==> config.mk <==
export PLATFORM = sky130hd
export DESIGN_NAME = modem_status_reg
export DESIGN_NICKNAME = d
export VERILOG_FILES = /design/src/rtl/msr_pkg.sv /design/src/rtl/msr_sync.sv /design/src/rtl/msr_ctrl.sv /design/src/rtl/msr_datapath.sv /design/src/rtl/modem_status_reg.sv
export SDC_FILE = /design/constraint.sdc
export NUM_CORES = 1
export LEC_CHECK = 0
export BUFFER_PORTS_ARGS = -buffer_cell sky130_fd_sc_hd__buf_2
export CAP_MARGIN = 10
export CORE_AREA = 2 2 39 41
export CTS_CLUSTER_DIAMETER = 40
export DETAILED_ROUTE_END_ITERATION = 7
export DIE_AREA = 0 0 41 43
export SKIP_LAST_GASP = 1
export SLEW_MARGIN = 40
export SYNTH_ARGS = -nofsm -noshare
export SYNTH_HDL_FRONTEND = slang
export SYNTH_SLANG_ARGS = --single-unit
export TNS_END_PERCENT = 100
==> constraint.sdc <==
create_clock -name clk -period 1.2 [get_ports clk]
set_input_delay 0.18 -clock clk [delete_from_list [all_inputs] [get_ports clk]]
set_output_delay 0.18 -clock clk [all_outputs]
set_load 0.005 [all_outputs]
==> src/rtl/msr_pkg.sv <==
package msr_pkg;
  localparam int LINES = 4;

  // Control-to-datapath strobes
  typedef struct packed {
    logic [LINES-1:0] setFlag;   // per-line change detected this cycle
    logic             clearAll;  // register read this cycle
  } msrStrobe_t;
endpackage

==> src/rtl/msr_sync.sv <==
module msr_sync #(
  parameter int WIDTH = 4,
  parameter int STAGES = 2,
  parameter logic [WIDTH-1:0] RESET_VAL = '1
) (
  input  logic             clk,
  input  logic             rst_n,
  input  logic [WIDTH-1:0] asyncIn,
  output logic [WIDTH-1:0] syncOut
);
  logic [WIDTH-1:0] stage [STAGES];

  always_ff @(posedge clk or negedge rst_n) begin
    if (!rst_n) begin
      for (int s = 0; s < STAGES; s++) stage[s] <= RESET_VAL;
    end else begin
      stage[0] <= asyncIn;
      for (int s = 1; s < STAGES; s++) stage[s] <= stage[s-1];
    end
  end

  assign syncOut = stage[STAGES-1];
endmodule

==> src/rtl/msr_ctrl.sv <==
module msr_ctrl #(
  parameter int LINES = msr_pkg::LINES,
  parameter logic [LINES-1:0] RISE_ONLY = 4'b0100  // ring flags its trailing edge only
) (
  input  logic               clk,
  input  logic               rst_n,
  input  logic [LINES-1:0]   lineLvl,
  input  logic               rdStrobe,
  output msr_pkg::msrStrobe_t strobe
);
  logic [LINES-1:0] prevLvl;

  always_ff @(posedge clk or negedge rst_n) begin
    if (!rst_n) prevLvl <= '1;
    else        prevLvl <= lineLvl;
  end

  for (genvar i = 0; i < LINES; i++) begin : g_edge
    if (RISE_ONLY[i]) begin : g_rise
      assign strobe.setFlag[i] = ~prevLvl[i] & lineLvl[i];
    end else begin : g_any
      assign strobe.setFlag[i] = prevLvl[i] ^ lineLvl[i];
    end
  end

  assign strobe.clearAll = rdStrobe;
endmodule

==> src/rtl/msr_datapath.sv <==
module msr_datapath #(
  parameter int LINES = msr_pkg::LINES,
  localparam int WIDTH = 2 * LINES
) (
  input  logic                clk,
  input  logic                rst_n,
  input  msr_pkg::msrStrobe_t strobe,
  input  logic [LINES-1:0]    lineLvl,
  input  logic                irqEnable,
  output logic [WIDTH-1:0]    statusOut,
  output logic                irqOut
);
  logic [LINES-1:0] flags;
  logic [LINES-1:0] flagsNext;

  // Set wins over the read clear; flags hold otherwise
  always_comb begin
    flagsNext = strobe.clearAll ? '0 : flags;
    flagsNext = flagsNext | strobe.setFlag;
  end

  always_ff @(posedge clk or negedge rst_n) begin
    if (!rst_n) flags <= '0;
    else        flags <= flagsNext;
  end

  assign statusOut = {~lineLvl, flags};
  assign irqOut    = irqEnable & (|flags);
endmodule

==> src/rtl/modem_status_reg.sv <==
module modem_status_reg #(
  parameter int SYNC_STAGES = 2
) (
  input  logic       clk,
  input  logic       rst_n,
  input  logic       ctsInN,
  input  logic       dsrInN,
  input  logic       ringInN,
  input  logic       dcdInN,
  input  logic       rdStrobe,
  input  logic       irqEnable,
  output logic [7:0] statusOut,
  output logic       irqOut
);
  localparam int LINES = msr_pkg::LINES;

  logic [LINES-1:0]    rawLines;
  logic [LINES-1:0]    syncLines;
  msr_pkg::msrStrobe_t ctrlStrobe;

  assign rawLines = {dcdInN, ringInN, dsrInN, ctsInN};

  msr_sync #(.WIDTH(LINES), .STAGES(SYNC_STAGES), .RESET_VAL('1)) u_sync (
    .clk(clk), .rst_n(rst_n), .asyncIn(rawLines), .syncOut(syncLines)
  );

  msr_ctrl #(.LINES(LINES)) u_ctrl (
    .clk(clk), .rst_n(rst_n), .lineLvl(syncLines),
    .rdStrobe(rdStrobe), .strobe(ctrlStrobe)
  );

  msr_datapath #(.LINES(LINES)) u_dp (
    .clk(clk), .rst_n(rst_n), .strobe(ctrlStrobe), .lineLvl(syncLines),
    .irqEnable(irqEnable), .statusOut(statusOut), .irqOut(irqOut)
  );
endmodule

# After elaboration in Yosys (flattened, before gate mapping)
# Cells that the tools add are included.
[totals] reg_bits=16 elab_cells=14 output_inout_bits=9
[classes] bitwise=8 mux=1 n_reduce_logical=1
[ops] op="2-to-1 mux 4 bit" n=1
[ops] op="NOT 4 bit" n=1
[ops] op="bitwise OR 4 bit" n=1
[ops] op="OR reduction 4 bit" n=1
[ops] op="bitwise XOR 1 bit" n=3
[ops] op="bitwise AND 1 bit" n=2
[ops] op="NOT 1 bit" n=1

# Longest topological paths before layout
# Gate-level depths: netlist of run 1.
[logic_depth] ltp_word=3 ltp_mapped=2 mapped_depth_nobuf=2

# Modules after synthesis
# From an unflattened synthesis of run 1, not the netlist that was laid out.
[unflattened] hier_cells=35 hier_area_um2=546.8
[modules_own_cells] module="msr_sync" area_per_inst_um2=240.2 n_inst=1 cells_each=12
[modules_own_cells] module="msr_datapath" area_per_inst_um2=161.4 n_inst=1 cells_each=14
[modules_own_cells] module="msr_ctrl" area_per_inst_um2=145.1 n_inst=1 cells_each=9

# Worst setup path before layout of run 1
# OpenSTA, ideal clock, no wires.
[synth_timing] path_kind="flip-flop to output port" start="register u_dp.flags[0]" end="output irqOut" n_path_buf=0 path_stages_with_launch=2 t_arrival_ns=0.807 required_time_ns=1.020 slack_ns=0.213 path_cell_list="dfrtp_1 > o41a_1"
[synth_between] elab_chain_cells=2
[synth_rtl] item="start: declaration" line_no="msr_datapath.sv:13" source="logic [LINES-1:0] flags;"
[synth_rtl] item="start signal: assignment" line_no="msr_datapath.sv:24" source="else flags <= flagsNext;"
[synth_rtl] item="OR reduction 4 bit" line_no="msr_datapath.sv:28" source="assign irqOut = irqEnable & (|flags);"
[synth_rtl] item="bitwise AND 1 bit" line_no="msr_datapath.sv:28"
[synth_rtl] item="end: declaration" line_no="modem_status_reg.sv:13" source="output logic irqOut"
# Every way passes these cells.

# Final worst setup path of run 1
# Ends and elaborated chain as after synthesis.

==> out/results.ini, run 1 <==
[synthesis]
syn_nets = 40
synthTopCellsByArea = dfstp_2, dfrtp_1, inv_1
synth_top_area_frac = 0.625
yosysUniqueCellTypes = 7
yosysTopAreaCell = dfstp_2
synth.avg_cell_area_sq_um = 15.8
yosysMostFrequentCell = dfstp_2
ys.flop_type = dfstp_2
synthTopCellsByCount = dfstp_2, inv_1, dfrtp_1, o21ai_0, xnor2_1
synth_seq_area_share = 0.824
synth_edf_count = 0
async_reset_ff_frac = 1.00
ys_warn_count = 0
syn_area_sq_um = 504
synth_cells = 32
ys_ff_latch = 16

[critical_path]
worstPathMaxFanout = 2
worstPathArrival_ns = 1.19
path_class = reg2out
cp-end-kind = output port
cp.required_ns = 1.02
start_kind = flip-flop

[die]
fp.dieW_um = 41
rows = 14
die_h_um = 43
io_pins = 17
start_util = 0.364
core_sq_um = 1380
dieArea_sq_um = 1760

[sta]
finalClockSkew_ns = 0.000620
fin_crit_sh = 1.14
finalHoldViolations = 0
rsz0062_at_grt = true
tightest_slew_ns = 0.336
fin_ws_ns = -0.171
setup_viol = 1
fmax_mhz = 729
relSlewSlack = 0.776
period_minus_slack_ns = 1.37
slew_viol_final = 0

[outcome]
failed_checks = negative setup slack
status = complete, but fails checks

[routing]
dr.first_iter.drc_count = 0
wl_per_cell_um = 10.2
antenna_left = 0
drc = 0
dr_total_vias = 313
viasPerCell = 4.17
totalWireLength_um = 764
dr.pass1.iters = 1

[power]
power.density_nw_per_um2 = 1380
leakagePower_nw = 0.337
vdd_ir_drop_max_mv = 0.736

[grt]
grt_pass1_vias = 332
globalRoute.totalOverflow = 0
antenna_found_initial = 0
grt_pass1_wl_mm = 1.17
grt_util_all_layers = 0.101
grt_max_degree = 17

[clock_tree]
clk_pin_slew_worst_paths_ns = 0.08
clk_path_buf_depth = 2
cts_max_level = 1
clock_sinks = 16
clock-root-buffer = clkbuf_4
cts_buffers = 3
insertion_delay_ns = 0.27
cts_tree = yes

[final_layout]
syn_to_final_growth_pct = 38.7
n_antenna_cell = 0
drive_above_1_share = 0.610
fillCellCount = 128
finalNonFillerCells = 75
design_area_sq_um = 699
nets = 69

[placed_design]
port_buffers = 16
dp.cells = 64
placed_area_sq_um = 604
place.gp.congestion = 0.548

[flow_run]
maxCapViolCount = 0

[hold_path]
hold_path.class = in2reg

-- through the flow --
stage | worst slack (ns) | setup TNS [ns] | hold WS (ns) | total power [W] | util
6_report | -0.171 | -0.171 | 0.126 | 0.000967 | 0.505
5_1_grt | -0.235 | -0.235 | 0.128 | 0.00102 | 0.505
4_1_cts | -0.182 | -0.182 | 0.125 | 0.000976 | 0.495
3_5_place_dp | 0.115 | 0 | 0.108 | 0.000695 | 0.437
3_3_place_gp | 0.128 | 0 | 0.0976 | 0.000691 | 0.437
2_1_floorplan | 0.213 | 0 | -0.116 | 0.000643 | -
-- routing by layer --
layer / up-vias / GRT usage / part of all wire
met3: 0 / 0.0471 / 0.069
li1: 150 / - / -
met1: 150 / 0.108 / 0.43
met4: 0 / 0.0400 / 0
met5: - / 0 / 0
met2: 13 / 0.163 / 0.51
-- timing repair --
item	4_1_cts	5_1_grt
hold endpoints to repair	8	0
resized for setup	0	2
hold buffers	5	0
setup buffers	1	2
endpoints found under the setup margin	1	4
-- critical path, cell delays in order, from the launching register on --
cell     delay [ns]
dfrtp_1        0.39
o41a_1         0.41
buf_2          0.13
-- final timing paths --
path,cells past startpoint,slack (ns),startpoint,to
worst min register to register,0,0.36,u_sync.stage[4]$_DFF_PN1_,u_sync.syncOut[0]$_DFF_PN1_
worst max register to register,3,0.23,u_sync.syncOut[3]$_DFF_PN1_,u_dp.flags[3]$_DFF_PN0_
worst max-delay path,2,-0.17,u_dp.flags[0]$_DFF_PN0_,irqOut
max in group asynchronous,2,0.57,rst_n,u_ctrl.prevLvl[1]$_DFF_PN1_
min in group asynchronous,2,0.33,rst_n,u_dp.flags[0]$_DFF_PN0_
worst min-delay path,2,0.13,rdStrobe,u_dp.flags[0]$_DFF_PN0_
-- cells by family (layout without fill, tap and decap cells) --
family | after synthesis | after routing | synth area share
DFF | 16 | 16 | 0.824
xor gates and xnor gates | 3 | 3 | 0.0521
buffers and inverters | 8 | 35 | 0.0596
AOI/OAI and AO/OA | 5 | 5 | 0.0645
-- power by group --
part	switching (W)	internal, W	leakage, nW
clock	0.000145	0.000116	0.0138
combinational	0.0000393	0.0000568	0.153
sequential	0.0000195	0.000591	0.171
-- state kept, by name, indices dropped and copies added (netlist names) --
| name | cells |
|---|---|
| u_ctrl.prevLvl | 4 |
| u_sync.stage | 4 |
| u_dp.flags | 4 |
| u_sync.syncOut | 4 |
-- cell type report --
cell class | count | area [sq um] | area share
well taps | 16 | 20.0 | 0.0286
flip-flops and latches | 16 | 415 | 0.594
repair buffers | 24 | 153 | 0.218
clock buffers | 3 | 22.5 | 0.0322
multi-input cells | 8 | 58.8 | 0.0841
inverters | 8 | 30.0 | 0.0429
-- cells in the final DEF, fill, tap and decap left out, drive strengths merged --
cell type / synthesis / routed
buf: 0 / 19
dfstp: 12 / 12
inv: 8 / 8
dlygate4sd3: 0 / 5
dfrtp: 4 / 4
xnor2: 3 / 3
o21ai: 3 / 3
clkbuf: 0 / 3
o41a: 1 / 1
o22ai: 1 / 1
No activity file was read; power rests on OpenSTA's default activity.
==> run 2: changes to the inputs <==
--- a/config.mk
+++ b/config.mk
@@ -5,12 +5,12 @@
 export SDC_FILE = /design/constraint.sdc
 export NUM_CORES = 1
 export LEC_CHECK = 0
-export BUFFER_PORTS_ARGS = -buffer_cell sky130_fd_sc_hd__buf_2
 export CAP_MARGIN = 10
 export CORE_AREA = 2 2 39 41
 export CTS_CLUSTER_DIAMETER = 40
 export DETAILED_ROUTE_END_ITERATION = 7
 export DIE_AREA = 0 0 41 43
+export DONT_BUFFER_PORTS = 1
 export SKIP_LAST_GASP = 1
 export SLEW_MARGIN = 40
 export SYNTH_ARGS = -nofsm -noshare
==> constraint.sdc (replaced) <==
create_clock -name clk -period 1.4 [get_ports clk]
set_input_delay 0.21 -clock clk [delete_from_list [all_inputs] [get_ports clk]]
set_output_delay 0.21 -clock clk [all_outputs]
set_load 0.005 [all_outputs]
==> out/results.ini, run 2 (synthesized netlist as in run 1, its figures left out) <==
[sta]
period_minus_slack_ns = 1.35
fmax_mhz = 743
fin_crit_sh = 0.962
slew_viol_final = 0
finalHoldViolations = 0
fin_tns_setup_ns = 0
rsz0062_at_grt = true
relSlewSlack = 0.540
finalClockSkew_ns = 0.000303
setup_viol = 0
tightest_slew_ns = 0.688

[die]
io_pins = 17
fp.dieW_um = 41
die_h_um = 43
dieArea_sq_um = 1760
rows = 14
core_sq_um = 1380
start_util = 0.364

[clock_tree]
clock_sinks = 16
cts_tree = yes
cts-resized-gates = 0
clock-root-buffer = clkbuf_4
clk_pin_slew_worst_paths_ns = 0.09
cts_buffers = 3
postCtsSetupRepairBufs = 0
clk_path_buf_depth = 2
insertion_delay_ns = 0.28
cts_max_level = 1

[final_layout]
nets = 50
drive_above_1_share = 0.390
syn_to_final_growth_pct = 21.1
final_common_cell = dfstp_2
utilization = 0.441
finalNonFillerCells = 57
final_cell_mix = dfstp_2, inv_1, dlygate4sd3_1
fillCellCount = 139
n_antenna_cell = 0
design_area_sq_um = 611

[critical_path]
path_delay_family = compound AO/OA/AOI/OAI gates
rrSetupSlack_ns = 0.48
start_kind = flip-flop
worstReg2RegEnd = u_dp.flags[0]$_DFF_PN0_
crit_buf_inv = 0
slowest_stage = o41a_1
worstPathMaxFanout = 3
cp.required_ns = 1.19
cp_slowest_stage_delay_ns = 0.44
cp-end-kind = output port
r2r_cells = 2
path_class = reg2out
crit_chain = o41a_1
worstPathArrival_ns = 1.14
worstReg2RegStart = u_sync.syncOut[0]$_DFF_PN1_

[grt]
grt_pass1_wl_mm = 1.04
globalRoute.totalOverflow = 0
grt_pass1_vias = 264
antenna_found_initial = 0
grt_max_degree = 17
grt_util_all_layers = 0.0969

[power]
vdd_ir_drop_max_mv = 0.427
finalPower_w = 0.000863
leakagePower_nw = 0.271
power.density_nw_per_um2 = 1410

[flow_run]
maxCapViolCount = 0

[routing]
met3_length_um = 75
antenna_left = 0
met1Wirelength_um = 277
dr.pass1.iters = 1
totalWireLength_um = 732
dr.first_iter.drc_count = 0
dr_wl_met2_um = 380
wl_per_cell_um = 12.8
drc = 0
dr_total_vias = 245
viasPerCell = 4.30
topRoutingLayerUsed = met3

[hold_path]
min_from = rdStrobe
whs_path_depth = 1
worstHoldEndpoint = u_dp.flags[2]$_DFF_PN0_
hold_path.class = in2reg

[placed_design]
dp.cells = 48
place.gp.congestion = 0.565
port_buffers = 0
placed_area_sq_um = 524
dp_hpwl_um = 513

[outcome]
status = completed

[run 2: changes by cell type in the layout (fill, tap and decap cells not counted), sizes merged]
cell    change
buf        -19
clkbuf      +1
[run 2: routing by layer]
layer  GRT usage  vias up
li1            -      115
met1       0.105      117
met2       0.138       13
met3      0.0419        0
met4      0.0800        0
met5           0        -
[run 2: how the worst max path moves through the flow]
stage / start / end / depth (start not counted)
finish: u_dp.flags[2]$_DFF_PN0_ / irqOut / 1
global route: u_dp.flags[2]$_DFF_PN0_ / irqOut / 1
CTS: u_dp.flags[0]$_DFF_PN0_ / irqOut / 1
detailed placement: u_dp.flags[0]$_DFF_PN0_ / irqOut / 1
global placement: u_dp.flags[0]$_DFF_PN0_ / irqOut / 1
floorplan: u_dp.flags[0]$_DFF_PN0_ / irqOut / 1
[run 2: report_power, final]
group	switching (W)	total [W]	internal (W)
clock network	0.000134	0.000292	0.000158
registers	0.0000210	0.000527	0.000506
logic	0.0000223	0.0000441	0.0000218
[run 2: per-stage QoR]
step | setup slack [ns] | hold slack (ns)
floorplan | 0.383 | -0.0856
global placement | 0.360 | -0.0850
detailed placement | 0.358 | -0.0849
CTS | 0.0307 | 0.0186
global route | -0.0141 | 0.0202
finish | 0.0533 | 0.0329
[run 2: final cells by class]
type                            instances  area [sq um]  share of cell area
Sequential cell                        16           415               0.680
Multi-Input combinational cell          8          58.8              0.0963
Timing Repair Buffer                    5          50.0              0.0820
Clock buffer                            4          36.3              0.0594
Inverter                                8          30.0              0.0492
Tap cell                               16          20.0              0.0328
[run 2: timing repair]
action	CTS	global route
endpoints found under the setup margin	0	1
endpoints found under the hold margin	20	0
hold buffers	5	0
